$ cat config.mk
export PLATFORM = sky130hd
export DESIGN_NAME = dp_contention_arb
export DESIGN_NICKNAME = d
export VERILOG_FILES = /design/src/rtl/dpca_pkg.sv /design/src/rtl/dpca_port_tracker.sv /design/src/rtl/dpca_arb_core.sv /design/src/rtl/dpca_wr_gate.sv /design/src/rtl/dp_contention_arb.sv
export SDC_FILE = /design/constraint.sdc
export NUM_CORES = 1
export LEC_CHECK = 0
export ABC_AREA = 1
export ABC_CLOCK_PERIOD_IN_PS = 3240
export BUFFER_PORTS_ARGS = -buffer_cell sky130_fd_sc_hd__buf_2
export CAP_MARGIN = 20
export CORE_MARGIN = 8
export CORE_UTILIZATION = 48
export CTS_CLUSTER_SIZE = 40
export DETAILED_ROUTE_END_ITERATION = 8
export HOLD_SLACK_MARGIN = 0.02
export PLACE_DENSITY = 0.73
export SLEW_MARGIN = 25
export SYNTH_ARGS = -nofsm -noshare
export SYNTH_HDL_FRONTEND = slang
export SYNTH_SLANG_ARGS = --single-unit
$ cat constraint.sdc
create_clock -name clk -period 3.24 [get_ports clk]
set_clock_uncertainty 0.2 [all_clocks]
set_input_delay 0.972 -clock clk [delete_from_list [all_inputs] [get_ports clk]]
set_output_delay 0.972 -clock clk [all_outputs]
set_load 0.005 [all_outputs]
$ cat src/rtl/dpca_pkg.sv
// Package: shared types for the two-port contention arbiter.
// Assumes port index 0 is the left port and index 1 is the right port.
package dpca_pkg;
    typedef enum logic [1:0] {
        OWN_NONE  = 2'd0,
        OWN_LEFT  = 2'd1,
        OWN_RIGHT = 2'd2
    } owner_e;
    localparam int NUM_PORTS = 2;
endpackage

$ cat src/rtl/dpca_port_tracker.sv
// Module: dpca_port_tracker
// Remembers one port's select and address from the previous cycle and
// reports whether the port has been parked on its current word since then.
// Assumes a synchronous active-low reset; after reset the port counts as deselected.
module dpca_port_tracker #(
    parameter int ADDR_W = 13
) (
    input  logic              clk,
    input  logic              rst_n,
    input  logic              ce_n,
    input  logic [ADDR_W-1:0] addr,
    output logic              settled
);
    logic              ce_n_q;
    logic [ADDR_W-1:0] addr_q;

    // capture the previous cycle's select and address
    always_ff @(posedge clk) begin
        if (!rst_n) begin
            ce_n_q <= 1'b1;
            addr_q <= '0;
        end else begin
            ce_n_q <= ce_n;
            addr_q <= addr;
        end
    end

    // settled: selected now and last cycle, on an unchanged address
    always_comb begin
        settled = !ce_n && !ce_n_q && (addr == addr_q);
    end
endmodule

$ cat src/rtl/dpca_arb_core.sv
// Module: dpca_arb_core
// Decides which port owns a contended word. The port that was settled first
// wins, and an ongoing match keeps its owner. A same-cycle tie alternates, with the
// first tie after reset going to the left port. Produces registered BUSY flags
// (master mode only) and the combinational winner for write gating.
module dpca_arb_core
    import dpca_pkg::*;
#(
    parameter int ADDR_W = 13
) (
    input  logic              clk,
    input  logic              rst_n,
    input  logic              master_mode,
    input  logic              l_ce_n,
    input  logic              r_ce_n,
    input  logic [ADDR_W-1:0] l_addr,
    input  logic [ADDR_W-1:0] r_addr,
    input  logic              l_settled,
    input  logic              r_settled,
    output owner_e            win,
    output logic              l_busy_q,
    output logic              r_busy_q
);
    owner_e owner_q;
    logic   last_tie_left;
    logic   match;
    logic   tie;

    // detect contention and pick the winner for this cycle
    always_comb begin
        match = !l_ce_n && !r_ce_n && (l_addr == r_addr);
        tie   = 1'b0;
        if (!match) begin
            win = OWN_NONE;
        end else if (owner_q != OWN_NONE) begin
            win = owner_q;
        end else if (l_settled && !r_settled) begin
            win = OWN_LEFT;
        end else if (r_settled && !l_settled) begin
            win = OWN_RIGHT;
        end else begin
            tie = 1'b1;
            win = last_tie_left ? OWN_RIGHT : OWN_LEFT;
        end
    end

    // hold the owner, the tie history and the registered BUSY flags
    always_ff @(posedge clk) begin
        if (!rst_n) begin
            owner_q       <= OWN_NONE;
            last_tie_left <= 1'b0;
            l_busy_q      <= 1'b1;
            r_busy_q      <= 1'b1;
        end else begin
            owner_q <= win;
            if (tie) begin
                last_tie_left <= (win == OWN_LEFT);
            end
            l_busy_q <= !(master_mode && (win == OWN_RIGHT));
            r_busy_q <= !(master_mode && (win == OWN_LEFT));
        end
    end
endmodule

$ cat src/rtl/dpca_wr_gate.sv
// Module: dpca_wr_gate
// Registered write permit for one port. A write request passes unless the
// port lost arbitration: in master mode from the local decision, in slave
// mode from the external BUSY input.
module dpca_wr_gate (
    input  logic clk,
    input  logic rst_n,
    input  logic master_mode,
    input  logic ce_n,
    input  logic we_n,
    input  logic lost_local,
    input  logic busy_in_n,
    output logic wr_ok
);
    logic blocked;

    // choose the source of the loss indication by mode
    always_comb begin
        blocked = master_mode ? lost_local : !busy_in_n;
    end

    // register the write permit
    always_ff @(posedge clk) begin
        if (!rst_n) begin
            wr_ok <= 1'b0;
        end else begin
            wr_ok <= !ce_n && !we_n && !blocked;
        end
    end
endmodule

$ cat src/rtl/dp_contention_arb.sv
// Module: dp_contention_arb (top)
// Contention arbiter for a two-port shared memory. It tracks both ports,
// arbitrates on address match, drives BUSY in master mode and gates writes
// in both modes. Assumes one synchronous clock domain for both ports.
module dp_contention_arb
    import dpca_pkg::*;
#(
    parameter int ADDR_W = 13
) (
    input  logic              clk,
    input  logic              rst_n,
    input  logic              master_mode,
    input  logic              l_ce_n,
    input  logic [ADDR_W-1:0] l_addr,
    input  logic              l_we_n,
    input  logic              l_busy_in_n,
    input  logic              r_ce_n,
    input  logic [ADDR_W-1:0] r_addr,
    input  logic              r_we_n,
    input  logic              r_busy_in_n,
    output logic              l_busy_n,
    output logic              r_busy_n,
    output logic              l_wr_ok,
    output logic              r_wr_ok
);
    logic [NUM_PORTS-1:0]             ce_v;
    logic [NUM_PORTS-1:0]             we_v;
    logic [NUM_PORTS-1:0]             bin_v;
    logic [NUM_PORTS-1:0][ADDR_W-1:0] addr_v;
    logic [NUM_PORTS-1:0]             settled_v;
    logic [NUM_PORTS-1:0]             lost_v;
    logic [NUM_PORTS-1:0]             wr_v;
    owner_e                           win;

    // gather per-port signals into indexed vectors (0 = left, 1 = right)
    always_comb begin
        ce_v   = {r_ce_n, l_ce_n};
        we_v   = {r_we_n, l_we_n};
        bin_v  = {r_busy_in_n, l_busy_in_n};
        addr_v = {r_addr, l_addr};
        lost_v = {win == OWN_LEFT, win == OWN_RIGHT};
    end

    for (genvar p = 0; p < NUM_PORTS; p++) begin : g_port
        dpca_port_tracker #(.ADDR_W(ADDR_W)) trk_i (
            .clk     (clk),
            .rst_n   (rst_n),
            .ce_n    (ce_v[p]),
            .addr    (addr_v[p]),
            .settled (settled_v[p])
        );
        dpca_wr_gate gate_i (
            .clk         (clk),
            .rst_n       (rst_n),
            .master_mode (master_mode),
            .ce_n        (ce_v[p]),
            .we_n        (we_v[p]),
            .lost_local  (lost_v[p]),
            .busy_in_n   (bin_v[p]),
            .wr_ok       (wr_v[p])
        );
    end

    dpca_arb_core #(.ADDR_W(ADDR_W)) core_i (
        .clk         (clk),
        .rst_n       (rst_n),
        .master_mode (master_mode),
        .l_ce_n      (l_ce_n),
        .r_ce_n      (r_ce_n),
        .l_addr      (l_addr),
        .r_addr      (r_addr),
        .l_settled   (settled_v[0]),
        .r_settled   (settled_v[1]),
        .win         (win),
        .l_busy_q    (l_busy_n),
        .r_busy_q    (r_busy_n)
    );

    // present the per-port permits
    always_comb begin
        l_wr_ok = wr_v[0];
        r_wr_ok = wr_v[1];
    end
endmodule

---- Word-level counts from Yosys, hierarchy flattened ----
Index checks and enable logic that the tools add are counted.
W data, S select, Z words.
word-level totals
  bits in registers ....................... 35
  bits of input ports ..................... 35
operators by class
  equal/unequal tests ..................... 5
  multiplexer cells ....................... 11
  reduce and logical (&&, ||, !) cells .... 29
operator list
  kind                  number
  $eq A13 B13 Y1        3
  $logic_and A1 B1 Y1   14
  $logic_not A1 Y1      14
  $mux W2               5
  $mux W1               6
  $eq A2 B1 Y1 const B  1
  $eq A2 B2 Y1 const B  1
  $reduce_bool A2 Y1    1

---- Longest topological paths before layout ----
  depth after elaboration ................. 13
  mapped depth ............................ 15
  depth with buffers taken out ............ 15

---- Hierarchy ----
From an unflattened synthesis, not the netlist that was laid out.
unflattened totals
  cells, all modules ...................... 346
  area, all modules ....................... 1976.9 um^2
modules (own cells, without submodules)
  module             instances  cells an instance  area each (um^2)  sequential area each (um^2)
  dpca_port_tracker  2          114                668.1             280.3
  dpca_arb_core      1          102                545.5             100.1
  dpca_wr_gate       2          6                  40.0              20.0
  dp_contention_arb  1          4                  15.0              0.0

---- Least setup slack after synthesis ----
Ideal clock, no wire load.
  path kind ............................... in2reg
  start point ............................. in r_addr[0]
  end point ............................... reg g_port[0].gate_i.wr_ok
  arrival time ............................ 2285 ps
  required time ........................... 2925 ps
  slack ................................... 639 ps
  stages on the path ...................... 11
  cells stage by stage .................... inv_1 > nor2_1 > nor3b_1 > nand4_1 > nand3b_1 > ha_1 > o21bai_1 > a21oi_1 > nand2_1 > o21ai_0 > inv_1
between the ends
  cells in the longest elaborated chain, start to end .. 11
  elaborated cells between the ends (all ways) .. 15
RTL lines
  item                                                     RTL line                                  text
  start, declared                                          dp_contention_arb.sv:18                   input logic [ADDR_W-1:0] r_addr,
  $eq A13 B13 Y1                                           dpca_port_tracker.sv:30                   settled = !ce_n && !ce_n_q && (addr == addr_q);
  $logic_and A1 B1 Y1                                      dpca_port_tracker.sv:30
  $logic_and A1 B1 Y1 or $logic_not A1 Y1 (tied branches)  dpca_arb_core.sv:39, dpca_arb_core.sv:37
  $mux W2 or $logic_and A1 B1 Y1 (tied branches)           dpca_arb_core.sv:39, dpca_arb_core.sv:37
  $mux W2                                                  dpca_arb_core.sv:37                       end else if (l_settled && !r_settled) begin
  $mux W2                                                  dpca_arb_core.sv:35                       end else if (owner_q != OWN_NONE) begin
  $mux W2 *                                                dpca_arb_core.sv:33                       if (!match) begin
  $eq A2 B2 Y1 *                                           dp_contention_arb.sv:41                   lost_v = {win == OWN_LEFT, win == OWN_RIGHT};
  $mux W1 *                                                dpca_wr_gate.sv:19                        blocked = master_mode ? lost_local : !busy_in_n;
  $logic_not A1 Y1 *                                       dpca_wr_gate.sv:27                        wr_ok <= !ce_n && !we_n && !blocked;
  $logic_and A1 B1 Y1 *                                    dpca_wr_gate.sv:27
  end signal, assigned                                     dpca_wr_gate.sv:27
  end, declared                                            dpca_wr_gate.sv:13                        output logic wr_ok
Every way passes the cells marked *; elsewhere a longest branch is shown, timed or not.
A chain may end at the register's enable or synchronous reset.

---- Worst setup path after layout ----
Same ends and word-level chain as after synthesis.

==> impl_metrics.csv <==
group,metric,value,unit
status,status,"completed",
routing,drtPass1Iterations,4,
timing,holdWs,0.328,ns
synthesis,synth_top_area_frac,0.406,
clock_network,root_buffer,"clkbuf_4",
final_layout,final_layout_size_suffix_gt1_frac,0.181,
clock_network,cts_resized,0,
setup_path,crit_path_end_kind,"flip-flop",
final_layout,finalNetCount,345,
synthesis,synthTopCellsByCount,"nand2_1 (83), inv_1 (61), dfxtp_1 (35)",
grt,grt-ovfl-total,0,
setup_path,crit_fanout,3,
setup_path,crit_slowest_cell,"a21oi_1",
clock_network,cts_setup_buffers,0,
clock_network,htreeDepth,2,
setup_path,slowest_delay,0.25,ns
placed_design,gp_congestion,0.791,
synthesis,synth_largest_area_cell,"dfxtp_1",
setup_path,crit_top_cell,"inv_1",
timing,hold_viol_final,0,
synthesis,synth_ff_type,"dfxtp_1",
grt,grt_pass1_wl,6090,µm
final_layout,area_growth,17.5,%
timing,tns,0,ns
routing,wl,3630,µm
timing,max_freq,381,MHz
clock_network,numCtsBuffers,5,
grt,grt_usage,0.126,
setup_path,criticalPathCategory,"in2reg",
die,core_area,3390,µm²
clock_network,cts.clk_slew.worst_paths,0.10,ns
synthesis,synthMostInstantiatedCell,"nand2_1",
placed_design,io_buffers,38,
synthesis,ys_seq_area_frac,0.406,
min_path,hold_path.class,"reg2reg",
synthesis,syn-num-nets,302,
timing,rsz0062_at_grt,"false",
synthesis,synth-edff-count,0,
routing,postRouteAntennaNets,0,
synthesis,synth_warnings,0,
synthesis,synthCells,265,
clock_network,clock_sinks,35,
grt,antenna_found_initial,0,
clock_network,cts_tree,"yes",
timing,drv_slew,0,
timing,timing.slew.headroom,0.773,
synthesis,syn_area,1730,µm²
die,io_pins,39,
die,die_w,76.0,µm
die,start_util,0.509,
final_layout,antenna_cells,0,
setup_path,critical_path_arrival,2.65,ns
die,die_area,5770,µm²
routing,avgRoutedWirePerCell,10.2,µm
setup_path,start_kind,"input pin",
synthesis,async_flop_share,0,
setup_path,crit_required,3.27,ns
setup_path,cp_cell_sequence,"buf_2 -> inv_1 -> nor2_1 -> nor3b_1 -> nand4_1 -> nand3b_1 -> ha_1 -> o21bai_1 -> a21oi_1 -> nand2_1 -> o21ai_0 -> inv_1",
synthesis,synth-seq-cells,35,
grt,grt_pass1_vias,1409,
grt,grt_max_degree,31,
power,leakagePower,1.23,nW
power,ir_drop,0.341,mV
placed_design,hpwl,2940,µm
routing,drc_errors,0,
routing,drtIter0Drc,134,
clock_network,clockBufferDepth,2,
timing,finalCriticalPeriod,2.63,ns
die,die_height,76.0,µm
synthesis,synth_area_leaders,"dfxtp_1 (41%), nand2_1 (18%), inv_1 (13%)",
flow_run,cap_violations,0,
clock_network,clkLatencyLatePin,0.33,ns
synthesis,avgSynthCellArea,6.52,µm²
timing,period_share,0.810,
die,rows,21,
timing,worst_pin_slew,0.337,ns
routing,via_per_inst,4.33,
synthesis,synth_cell_types,26,
routing,num_vias,1537,
power,powerDensity,411,nW/µm²
clock_network,ctsHoldBuffers,0,
timing,setup_violations,0,
## final cells by class
cell class | instances | area, µm²
Tap cell | 46 | 57.6
Timing Repair Buffer | 39 | 198
Inverter | 63 | 236
Fill cell | 339 | 1360
Clock buffer | 8 | 68.8
Multi-Input combinational cell | 164 | 768
Sequential cell | 35 | 701
## placed cells by master (no fill, tap or decap), drive strengths merged, types with 2 or more instances in the layout
cell	instances
nand3	3
inv	63
nor3b	3
o22ai	2
xnor2	2
xor2	6
dfxtp	35
nor2	31
nand4	5
ha	2
buf	39
clkbuf	8
nand2	85
nor3	3
or2	3
o21ai	13
## path summary, 6_finish.rpt
path / from / end / slack, ns / cells after the start
worst min register to register: core_i.last_tie_left / core_i.last_tie_left / 0.33 / 4
worst max-delay path: r_addr[0] / g_port[0].gate_i.wr_ok / 0.61 / 12
worst min-delay path: core_i.last_tie_left / core_i.last_tie_left / 0.33 / 4
worst max register to register: g_port[1].trk_i.addr_q[0] / g_port[0].gate_i.wr_ok / 1.09 / 10
## kinds of logic (layout without fill, tap and decap cells)
kind of cell / Yosys count / after routing / share of synthesized area
flip-flops: 35 / 35 / 0.406
AND/OR/NAND/NOR: 135 / 135 / 0.327
adder cells (fa/ha/maj): 2 / 2 / 0.0145
AO/OA/AOI/OAI: 19 / 19 / 0.0630
XOR/XNOR: 8 / 8 / 0.0406
buffers and inverters: 66 / 110 / 0.149
## per-stage QoR
step	total power [W]	instance area [µm²]	utilization	setup WS (ns)	std cells
4_1_cts	0.000843	2030	0.599	0.607	355
6_report	0.000835	2030	0.599	0.615	355
2_1_floorplan	0.000536	1730	-	0.639	265
5_1_grt	0.000886	2030	0.599	0.361	355
3_5_place_dp	0.000584	1960	0.578	0.272	347
3_3_place_gp	0.000582	1960	0.578	0.294	347
## where the power goes
group,leakage (nW),internal [W],switching (W)
registers,0.290,0.000450,0.00000755
clock network,0.0386,0.000128,0.000133
logic,0.900,0.0000486,0.0000677
## metal layers
metal / GRT usage / part of all wire / vias up
met2: 0.194 / 0.43 / 34
li1: - / - / 868
met1: 0.161 / 0.48 / 630
met5: 0 / 0 / -
met3: 0.0448 / 0.074 / 5
met4: 0.0353 / 0.011 / 0
## critical path, delay by kind of cell
kind	cells	cell delay, ns
compound gates	3	0.58
simple gates	5	0.65
buf+inv	3	0.24
fa+ha+maj	1	0.22
## sequential cells by signal, indices dropped and copies added (netlist names)
name,cells
core_i.owner_q,2
g_port.gate_i.wr_ok,2
core_i.l_busy_q,1
g_port.trk_i.addr_q,26
core_i.r_busy_q,1
g_port.trk_i.ce_n_q,2
core_i.last_tie_left,1
(Power assumes the default switching activity.)
